--- src/rtl/sbs_pkg.sv ---
package sbs_pkg;

  typedef enum logic [1:0] {
    OP_READ  = 2'd0,
    OP_WRITE = 2'd1,
    OP_TERM  = 2'd2,
    OP_PRECH = 2'd3
  } sbs_op_e;

  typedef struct packed {
    logic [1:0] bl_log;     // log2 of burst length
    logic       interleave; // 1: xor order, 0: modulo-add order
    logic [1:0] cas_lat;    // read latency in cycles, 1..3
  } sbs_mode_t;

  localparam sbs_mode_t MODE_RESET = '{bl_log: 2'd0, interleave: 1'b0, cas_lat: 2'd3};

  function automatic logic len_code_ok(input logic [2:0] code);
    return code[2] == 1'b0;
  endfunction

  function automatic logic lat_code_ok(input logic [2:0] code);
    return (code == 3'd1) || (code == 3'd2) || (code == 3'd3);
  endfunction

endpackage

--- src/rtl/sbs_mode_reg.sv ---
module sbs_mode_reg
  import sbs_pkg::*;
(
  input  logic      clk,
  input  logic      rst_n,
  input  logic      load,
  input  logic [6:0] word,
  input  logic      hold_off,
  output sbs_mode_t mode
);

  logic accept;

  always_comb begin
    accept = load && !hold_off && len_code_ok(word[2:0]) && lat_code_ok(word[6:4]);
  end

  always_ff @(posedge clk) begin
    if (!rst_n) begin
      mode <= MODE_RESET;
    end else if (accept) begin
      mode.bl_log     <= word[1:0];
      mode.interleave <= word[3];
      mode.cas_lat    <= word[5:4];
    end
  end

endmodule

--- src/rtl/sbs_beat_ctl.sv ---
module sbs_beat_ctl
  import sbs_pkg::*;
#(
  parameter int COL_W = 9,
  parameter int IDX_W = 3
) (
  input  logic             clk,
  input  logic             rst_n,
  input  logic             cmd_valid,
  input  logic [1:0]       cmd_op,
  input  logic [COL_W-1:0] cmd_col,
  input  logic [1:0]       bl_log,
  output logic             beat_live,
  output logic             beat_rd,
  output logic [COL_W-1:0] beat_base,
  output logic [IDX_W-1:0] beat_idx,
  output logic             beat_last
);

  logic             busy_q;
  logic             rd_q;
  logic [COL_W-1:0] base_q;
  logic [IDX_W-1:0] idx_q;
  logic [IDX_W-1:0] last_idx;
  logic             start;
  logic             stop;

  always_comb begin
    start = cmd_valid && !cmd_op[1];
    stop  = cmd_valid && cmd_op[1];
    for (int b = 0; b < IDX_W; b++) begin
      last_idx[b] = (b < int'(bl_log));
    end
    if (start) begin
      beat_live = 1'b1;
      beat_rd   = (cmd_op == OP_READ);
      beat_base = cmd_col;
      beat_idx  = '0;
    end else begin
      beat_live = busy_q && !stop;
      beat_rd   = rd_q;
      beat_base = base_q;
      beat_idx  = idx_q;
    end
    beat_last = beat_live && (beat_idx == last_idx);
  end

  always_ff @(posedge clk) begin
    if (!rst_n) begin
      busy_q <= 1'b0;
      rd_q   <= 1'b0;
      base_q <= '0;
      idx_q  <= '0;
    end else begin
      busy_q <= beat_live && !beat_last;
      if (beat_live) begin
        rd_q   <= beat_rd;
        base_q <= beat_base;
        idx_q  <= beat_idx + 1'b1;
      end
    end
  end

endmodule

--- src/rtl/sbs_col_order.sv ---
module sbs_col_order #(
  parameter int COL_W = 9,
  parameter int IDX_W = 3
) (
  input  logic [COL_W-1:0] base,
  input  logic [IDX_W-1:0] idx,
  input  logic [1:0]       bl_log,
  input  logic             interleave,
  output logic [COL_W-1:0] col
);

  logic [IDX_W-1:0] seq_low;
  logic [IDX_W-1:0] xor_low;
  logic [IDX_W-1:0] pick;

  always_comb begin
    seq_low = base[IDX_W-1:0] + idx;
    xor_low = base[IDX_W-1:0] ^ idx;
    pick    = interleave ? xor_low : seq_low;
  end

  for (genvar b = 0; b < COL_W; b++) begin : g_bit
    if (b < IDX_W) begin : g_low
      assign col[b] = (b < int'(bl_log)) ? pick[b] : base[b];
    end else begin : g_high
      assign col[b] = base[b];
    end
  end

endmodule

--- src/rtl/sbs_rd_pipe.sv ---
module sbs_rd_pipe #(
  parameter int LANES  = 8,
  parameter int MAX_CL = 3
) (
  input  logic               clk,
  input  logic               rst_n,
  input  logic               in_valid,
  input  logic [LANES*8-1:0] in_data,
  input  logic [LANES-1:0]   lane_mask,
  input  logic [1:0]         cas_lat,
  output logic               out_valid,
  output logic [LANES-1:0]   out_en,
  output logic [LANES*8-1:0] out_data,
  output logic               pending
);

  localparam int DATA_W = LANES * 8;
  localparam int TAP_W  = $clog2(MAX_CL);

  logic [MAX_CL-1:0] st_v;
  logic [DATA_W-1:0] st_d [MAX_CL];
  logic [LANES-1:0]  mask_d1;
  logic [LANES-1:0]  mask_d2;
  logic [TAP_W-1:0]  tap;
  logic [DATA_W-1:0] tap_d;

  for (genvar s = 0; s < MAX_CL; s++) begin : g_stage
    if (s == 0) begin : g_head
      always_ff @(posedge clk) begin
        if (!rst_n) begin
          st_v[0] <= 1'b0;
          st_d[0] <= '0;
        end else begin
          st_v[0] <= in_valid;
          st_d[0] <= in_valid ? in_data : '0;
        end
      end
    end else begin : g_tail
      always_ff @(posedge clk) begin
        if (!rst_n) begin
          st_v[s] <= 1'b0;
          st_d[s] <= '0;
        end else begin
          st_v[s] <= st_v[s-1];
          st_d[s] <= st_d[s-1];
        end
      end
    end
  end

  always_ff @(posedge clk) begin
    if (!rst_n) begin
      mask_d1 <= '0;
      mask_d2 <= '0;
    end else begin
      mask_d1 <= lane_mask;
      mask_d2 <= mask_d1;
    end
  end

  always_comb begin
    tap       = TAP_W'(cas_lat - 2'd1);
    out_valid = st_v[tap];
    tap_d     = st_d[tap];
    pending   = |st_v;
  end

  for (genvar l = 0; l < LANES; l++) begin : g_lane
    assign out_en[l]           = out_valid && !mask_d2[l];
    assign out_data[l*8 +: 8]  = out_en[l] ? tap_d[l*8 +: 8] : 8'h00;
  end

endmodule

--- src/rtl/sdram_burst_seq.sv ---
module sdram_burst_seq
  import sbs_pkg::*;
#(
  parameter int LANES      = 8,
  parameter int COL_W      = 9,
  parameter int MAX_BL_LOG = 3,
  parameter int MAX_CL     = 3
) (
  input  logic               clk,
  input  logic               rst_n,
  input  logic               mode_load,
  input  logic [6:0]         mode_word,
  input  logic               cmd_valid,
  input  logic [1:0]         cmd_op,
  input  logic [COL_W-1:0]   cmd_col,
  input  logic [LANES-1:0]   byte_mask,
  input  logic [LANES*8-1:0] wr_data_in,
  input  logic [LANES*8-1:0] arr_rd_data,
  output logic               col_valid,
  output logic [COL_W-1:0]   col_addr,
  output logic               col_is_read,
  output logic               burst_done,
  output logic               wr_en,
  output logic [LANES-1:0]   wr_byte_en,
  output logic [LANES*8-1:0] wr_data_out,
  output logic               rd_valid,
  output logic [LANES-1:0]   rd_byte_en,
  output logic [LANES*8-1:0] rd_data
);

  localparam int DATA_W = LANES * 8;

  sbs_mode_t             mode;
  logic                  beat_live;
  logic                  beat_rd;
  logic [COL_W-1:0]      beat_base;
  logic [MAX_BL_LOG-1:0] beat_idx;
  logic                  beat_last;
  logic                  rd_pending;
  logic                  mode_hold;

  assign mode_hold = cmd_valid || beat_live || rd_pending;

  sbs_mode_reg u_mode (
    .clk      (clk),
    .rst_n    (rst_n),
    .load     (mode_load),
    .word     (mode_word),
    .hold_off (mode_hold),
    .mode     (mode)
  );

  sbs_beat_ctl #(.COL_W(COL_W), .IDX_W(MAX_BL_LOG)) u_beat (
    .clk       (clk),
    .rst_n     (rst_n),
    .cmd_valid (cmd_valid),
    .cmd_op    (cmd_op),
    .cmd_col   (cmd_col),
    .bl_log    (mode.bl_log),
    .beat_live (beat_live),
    .beat_rd   (beat_rd),
    .beat_base (beat_base),
    .beat_idx  (beat_idx),
    .beat_last (beat_last)
  );

  sbs_col_order #(.COL_W(COL_W), .IDX_W(MAX_BL_LOG)) u_order (
    .base       (beat_base),
    .idx        (beat_idx),
    .bl_log     (mode.bl_log),
    .interleave (mode.interleave),
    .col        (col_addr)
  );

  sbs_rd_pipe #(.LANES(LANES), .MAX_CL(MAX_CL)) u_rd (
    .clk       (clk),
    .rst_n     (rst_n),
    .in_valid  (beat_live && beat_rd),
    .in_data   (arr_rd_data),
    .lane_mask (byte_mask),
    .cas_lat   (mode.cas_lat),
    .out_valid (rd_valid),
    .out_en    (rd_byte_en),
    .out_data  (rd_data),
    .pending   (rd_pending)
  );

  always_comb begin
    col_valid   = beat_live;
    col_is_read = beat_live && beat_rd;
    burst_done  = beat_last;
    wr_en       = beat_live && !beat_rd;
    wr_byte_en  = wr_en ? ~byte_mask : '0;
    wr_data_out = wr_en ? wr_data_in : {DATA_W{1'b0}};
  end

endmodule

--- config.mk ---
export PLATFORM = sky130hd
export DESIGN_NAME = sdram_burst_seq
export DESIGN_NICKNAME = d
export VERILOG_FILES = /design/src/rtl/sbs_pkg.sv /design/src/rtl/sbs_mode_reg.sv /design/src/rtl/sbs_beat_ctl.sv /design/src/rtl/sbs_col_order.sv /design/src/rtl/sbs_rd_pipe.sv /design/src/rtl/sdram_burst_seq.sv
export SDC_FILE = /design/constraint.sdc
export NUM_CORES = 1
export LEC_CHECK = 0
export BUFFER_PORTS_ARGS = -buffer_cell sky130_fd_sc_hd__buf_4
export CORE_MARGIN = 1.5
export CORE_UTILIZATION = 46
export DETAILED_ROUTE_END_ITERATION = 8
export GPL_TIMING_DRIVEN = 1
export PLACE_DENSITY = 0.87
export SYNTH_ARGS = -nofsm -noshare
export SYNTH_HDL_FRONTEND = slang
export SYNTH_HIERARCHICAL = 1
export SYNTH_SLANG_ARGS = --single-unit
--- constraint.sdc ---
create_clock -name clk -period 2.7 [get_ports clk]
set_clock_uncertainty 0.1 [all_clocks]
set_input_delay 0.54 -clock clk [delete_from_list [all_inputs] [get_ports clk]]
set_output_delay 0.54 -clock clk [all_outputs]
set_load 0.05 [all_outputs]
==> metrics.csv <==
stage,metric,value,unit
yosys,Post-Syn Instances,992,
route,vias per inst,5.64,
power_and_ir_drop,peak supply drop,380,µV
route,DRC Markers,0,
yosys,Synth area leader,dfxtp_1,
global_routing,initial antenna violation count,2,
critical_path,largest fanout on the critical path,3,
yosys,"Async S/R FF share, synth",0,
route,routed wire length,37900,µm
sta,Final setup viols,71,
finish,Sequential Area,4610,µm²
global_routing,grt total ovfl,0,
finish,fraction of layout cells with a size suffix above 1,0.483,
yosys,syn avg cell area,10.1,µm²
global_routing,grt met3 use,0.0831,
power_and_ir_drop,sw frac,0.256,
yosys,synth unique cells,44,
critical_path,Setup crit start kind,input port,
critical_path,"slowest stage delay, CP",0.35,ns
die,boundary pin count,316,
clocking,H-tree Lvls,1,
critical_path,Setup CP Type,input port to output pin,
sta,RSZ-0062 raised after global routing,true,
yosys,post-synthesis cell area,10000,µm²
sta,Fin. Hold Viols,0,
sta,Worst-Margin Slew,1.17,ns
die,Die ar.,22700,µm²
die,initial core utilization,0.474,
clocking,TritonCTS clock tree,yes,
clocking,CTS sink cnt,230,
place,DP HPWL,20200,µm
yosys,Synth Net Count,1154,
critical_path,CP top delay family,simple AND/OR/NAND/NOR gates,
route,post-route ant nets,0,
clocking,clk slew on worst S/H paths,0.06,ns
run,max capacitance violation total,0,
worst_hold_path,Tightest Hold Check Type,input port to register,
global_routing,largest net degree at the start of global routing,78,
global_routing,global-route wire length before repair,53200,µm
sta,Setup WS post-layout,-0.339,ns
global_routing,Most Crowded Layer GR,met2,
finish,Multi-input gate area,6650,µm²
global_routing,GR met1 Demand/Resource,0.344,
sta,post-layout min period,3.04,ns
clocking,clock latency at the later pin of the worst-skew pair,0.51,ns
yosys,post-synth top area share,0.458,
critical_path,CP Capture Type,output pin,
critical_path,cell mode on critical path,buf_6,
finish,final core occ,0.795,
place,GP Congestion,0.898,
global_routing,vias in the first global route,9552,
outcome,status,"finished, violations left",
power_and_ir_drop,cell-internal power,5.85,mW
yosys,register area share after synthesis,0.458,
die,row count,53,
route,drt pass-1 iters,4,
finish,Area Growth Syn to Fin,67.9,%
route,vias,9191,
sta,worst rel slew slack,0.219,
die,Die Y,151,µm
power_and_ir_drop,combinational share of power,0.134,
yosys,Most used DFF post-synth,dfxtp_1,
route,drt wl/cell,23.3,µm
sta,hold slack,0.159,ns
global_routing,GR Util met2,0.525,
power_and_ir_drop,PwrDens,466,nW/µm²
power_and_ir_drop,Switch Pwr,2.01,mW
power_and_ir_drop,leakage,7.28,nW
sta,maximum clock rate,329,MHz
critical_path,CP bufs+invs,3,
clocking,clock root cell,clkbuf_16,
outcome,failing checks,setup timing,
critical_path,CP arrival,2.40,ns
place,PortBufs,315,
route,initial DRC count,470,
die,Core ar.,21200,µm²
critical_path,worst path cell trace,"buf_6, and2b_1, nand2_1, nand2_2, ha_4, inv_2, fa_2, or3_4, a21oi_4, xor2_4, buf_6",
finish,Final Net Count,1499,
clocking,cts bufs inserted,25,
yosys,top post-synthesis cells by area,"dfxtp_1, and2_1, mux2i_1",
power_and_ir_drop,sequential share of power,0.443,
global_routing,Global Route Usage Sum,0.303,
clocking,Max clock buf depth,3,
yosys,Seq cells post-synth,230,
power_and_ir_drop,clock network power share,0.423,
critical_path,CP required,2.06,ns
critical_path,slowest CP cell,or3_4,
finish,fillcell total,1178,
die,Chip Width,151,µm
sta,"Slew Viols, Final",0,
yosys,Synth Warn #,6,
yosys,Post-synth EDFFs,0,
sta,Tcrit/Tclk final,1.13,
[cells by family after synthesis]
logic type | count (synthesis) | synth area share
buffers and inverters | 114 | 0.0631
flip-flops | 230 | 0.458
multiplexers | 72 | 0.0723
AND/OR/NAND/NOR | 429 | 0.277
XOR/XNOR | 2 | 0.00174
AO/OA/AOI/OAI | 141 | 0.122
adder cells (fa/ha/maj) | 4 | 0.00573
[state kept, by name, summed over array words and instances, names as in the netlist]
register,flops
u_mode/mode,5
u_rd/st_d,192
u_beat/busy_q,1
u_rd/mask_d1,8
u_beat/base_q,9
u_beat/idx_q,3
u_beat/rd_q,1
u_rd/mask_d2,8
u_rd/st_v,3
[final cells by class]
| cell class | instances | share of cell area |
|---|---|---|
| Clock inverter | 5 | 0.00341 |
| Clock buffer | 37 | 0.0433 |
| Tap cell | 275 | 0.0204 |
| Sequential cell | 230 | 0.274 |
| Multi-Input combinational cell | 651 | 0.394 |
| Inverter | 6 | 0.00148 |
| Timing Repair Buffer | 423 | 0.263 |
| Antenna cell | 2 | 0.000297 |
[synthesized netlist by cell type (2+ instances only)]
master and number:
buf_12 7, inv_1 6, or3_1 2, buf_2 23, nor2b_1 67, clkbuf_1 54
and3_1 64, a211oi_1 65, buf_6 3, ha_1 3, mux2i_1 70, nand2_1 42
buf_4 9, nor3b_2 8, dfxtp_1 230, o211ai_1 2, buf_1 8, a21oi_1 3
and3b_1 64, a2111oi_0 3, o211a_1 2, nor2_1 11, and2_1 163, o21ai_0 2
clkbuf_2 3, a2111oi_1 60
[per-stage QoR]
step	instance area, µm²	setup WS (ns)	setup TNS [ns]	cells	power, mW
6_report	16900	-0.339	-9.82	1629	7.86
5_1_grt	16900	-0.410	-14.27	1629	8.08
4_1_cts	16300	-0.351	-9.21	1610	7.82
3_5_place_dp	13700	-0.467	-0.652	1519	4.46
3_3_place_gp	13700	-0.446	-0.589	1519	4.45
2_1_floorplan	11100	-0.679	-3.96	992	4.10
[per-layer routing]
metal,up-vias,part of all wire
met5,-,0
met4,0,0.048
met3,105,0.070
met2,394,0.50
met1,4497,0.38
li1,4195,-
[final timing paths]
check	depth (start not counted)	endpoint	startpoint	slack, ns
max	11	col_addr[2]	cmd_op[1]	-0.34
max reg2reg	6	u_mode/mode[4]	u_beat/busy_q	0.72
min reg2reg	1	u_rd/mask_d2[4]	u_rd/mask_d1[4]	0.32
min	2	u_rd/st_d[0][13]	arr_rd_data[13]	0.16
[cell usage in the layout, fill, tap and decap left out, types with 37 or more instances in the layout]
cell and n:
dfxtp_1 226, and2_1 161, mux2i_1 50, buf_6 89, and3b_1 64, a2111oi_4 64
and3_1 64, buf_4 268, a211oi_1 37, nand2_1 40
[power groups by stage]
stage	combinational [mW]	clock (mW)	sequential [mW]
final	1.05	3.33	3.49
after global routing	1.09	3.50	3.49
after CTS	1.01	3.33	3.48
after detailed placement	0.914	0	3.55
after global placement	0.903	0	3.55
after floorplan	0.575	0	3.52
[repair_timing]
item,4_1_cts,5_1_grt
hold buffers,0,0
setup buffers,31,18
resized for setup,226,88
cloned,18,6
setup endpoints to repair,71,85
pin swaps,29,36
Power figures use the tool's default switching activity.
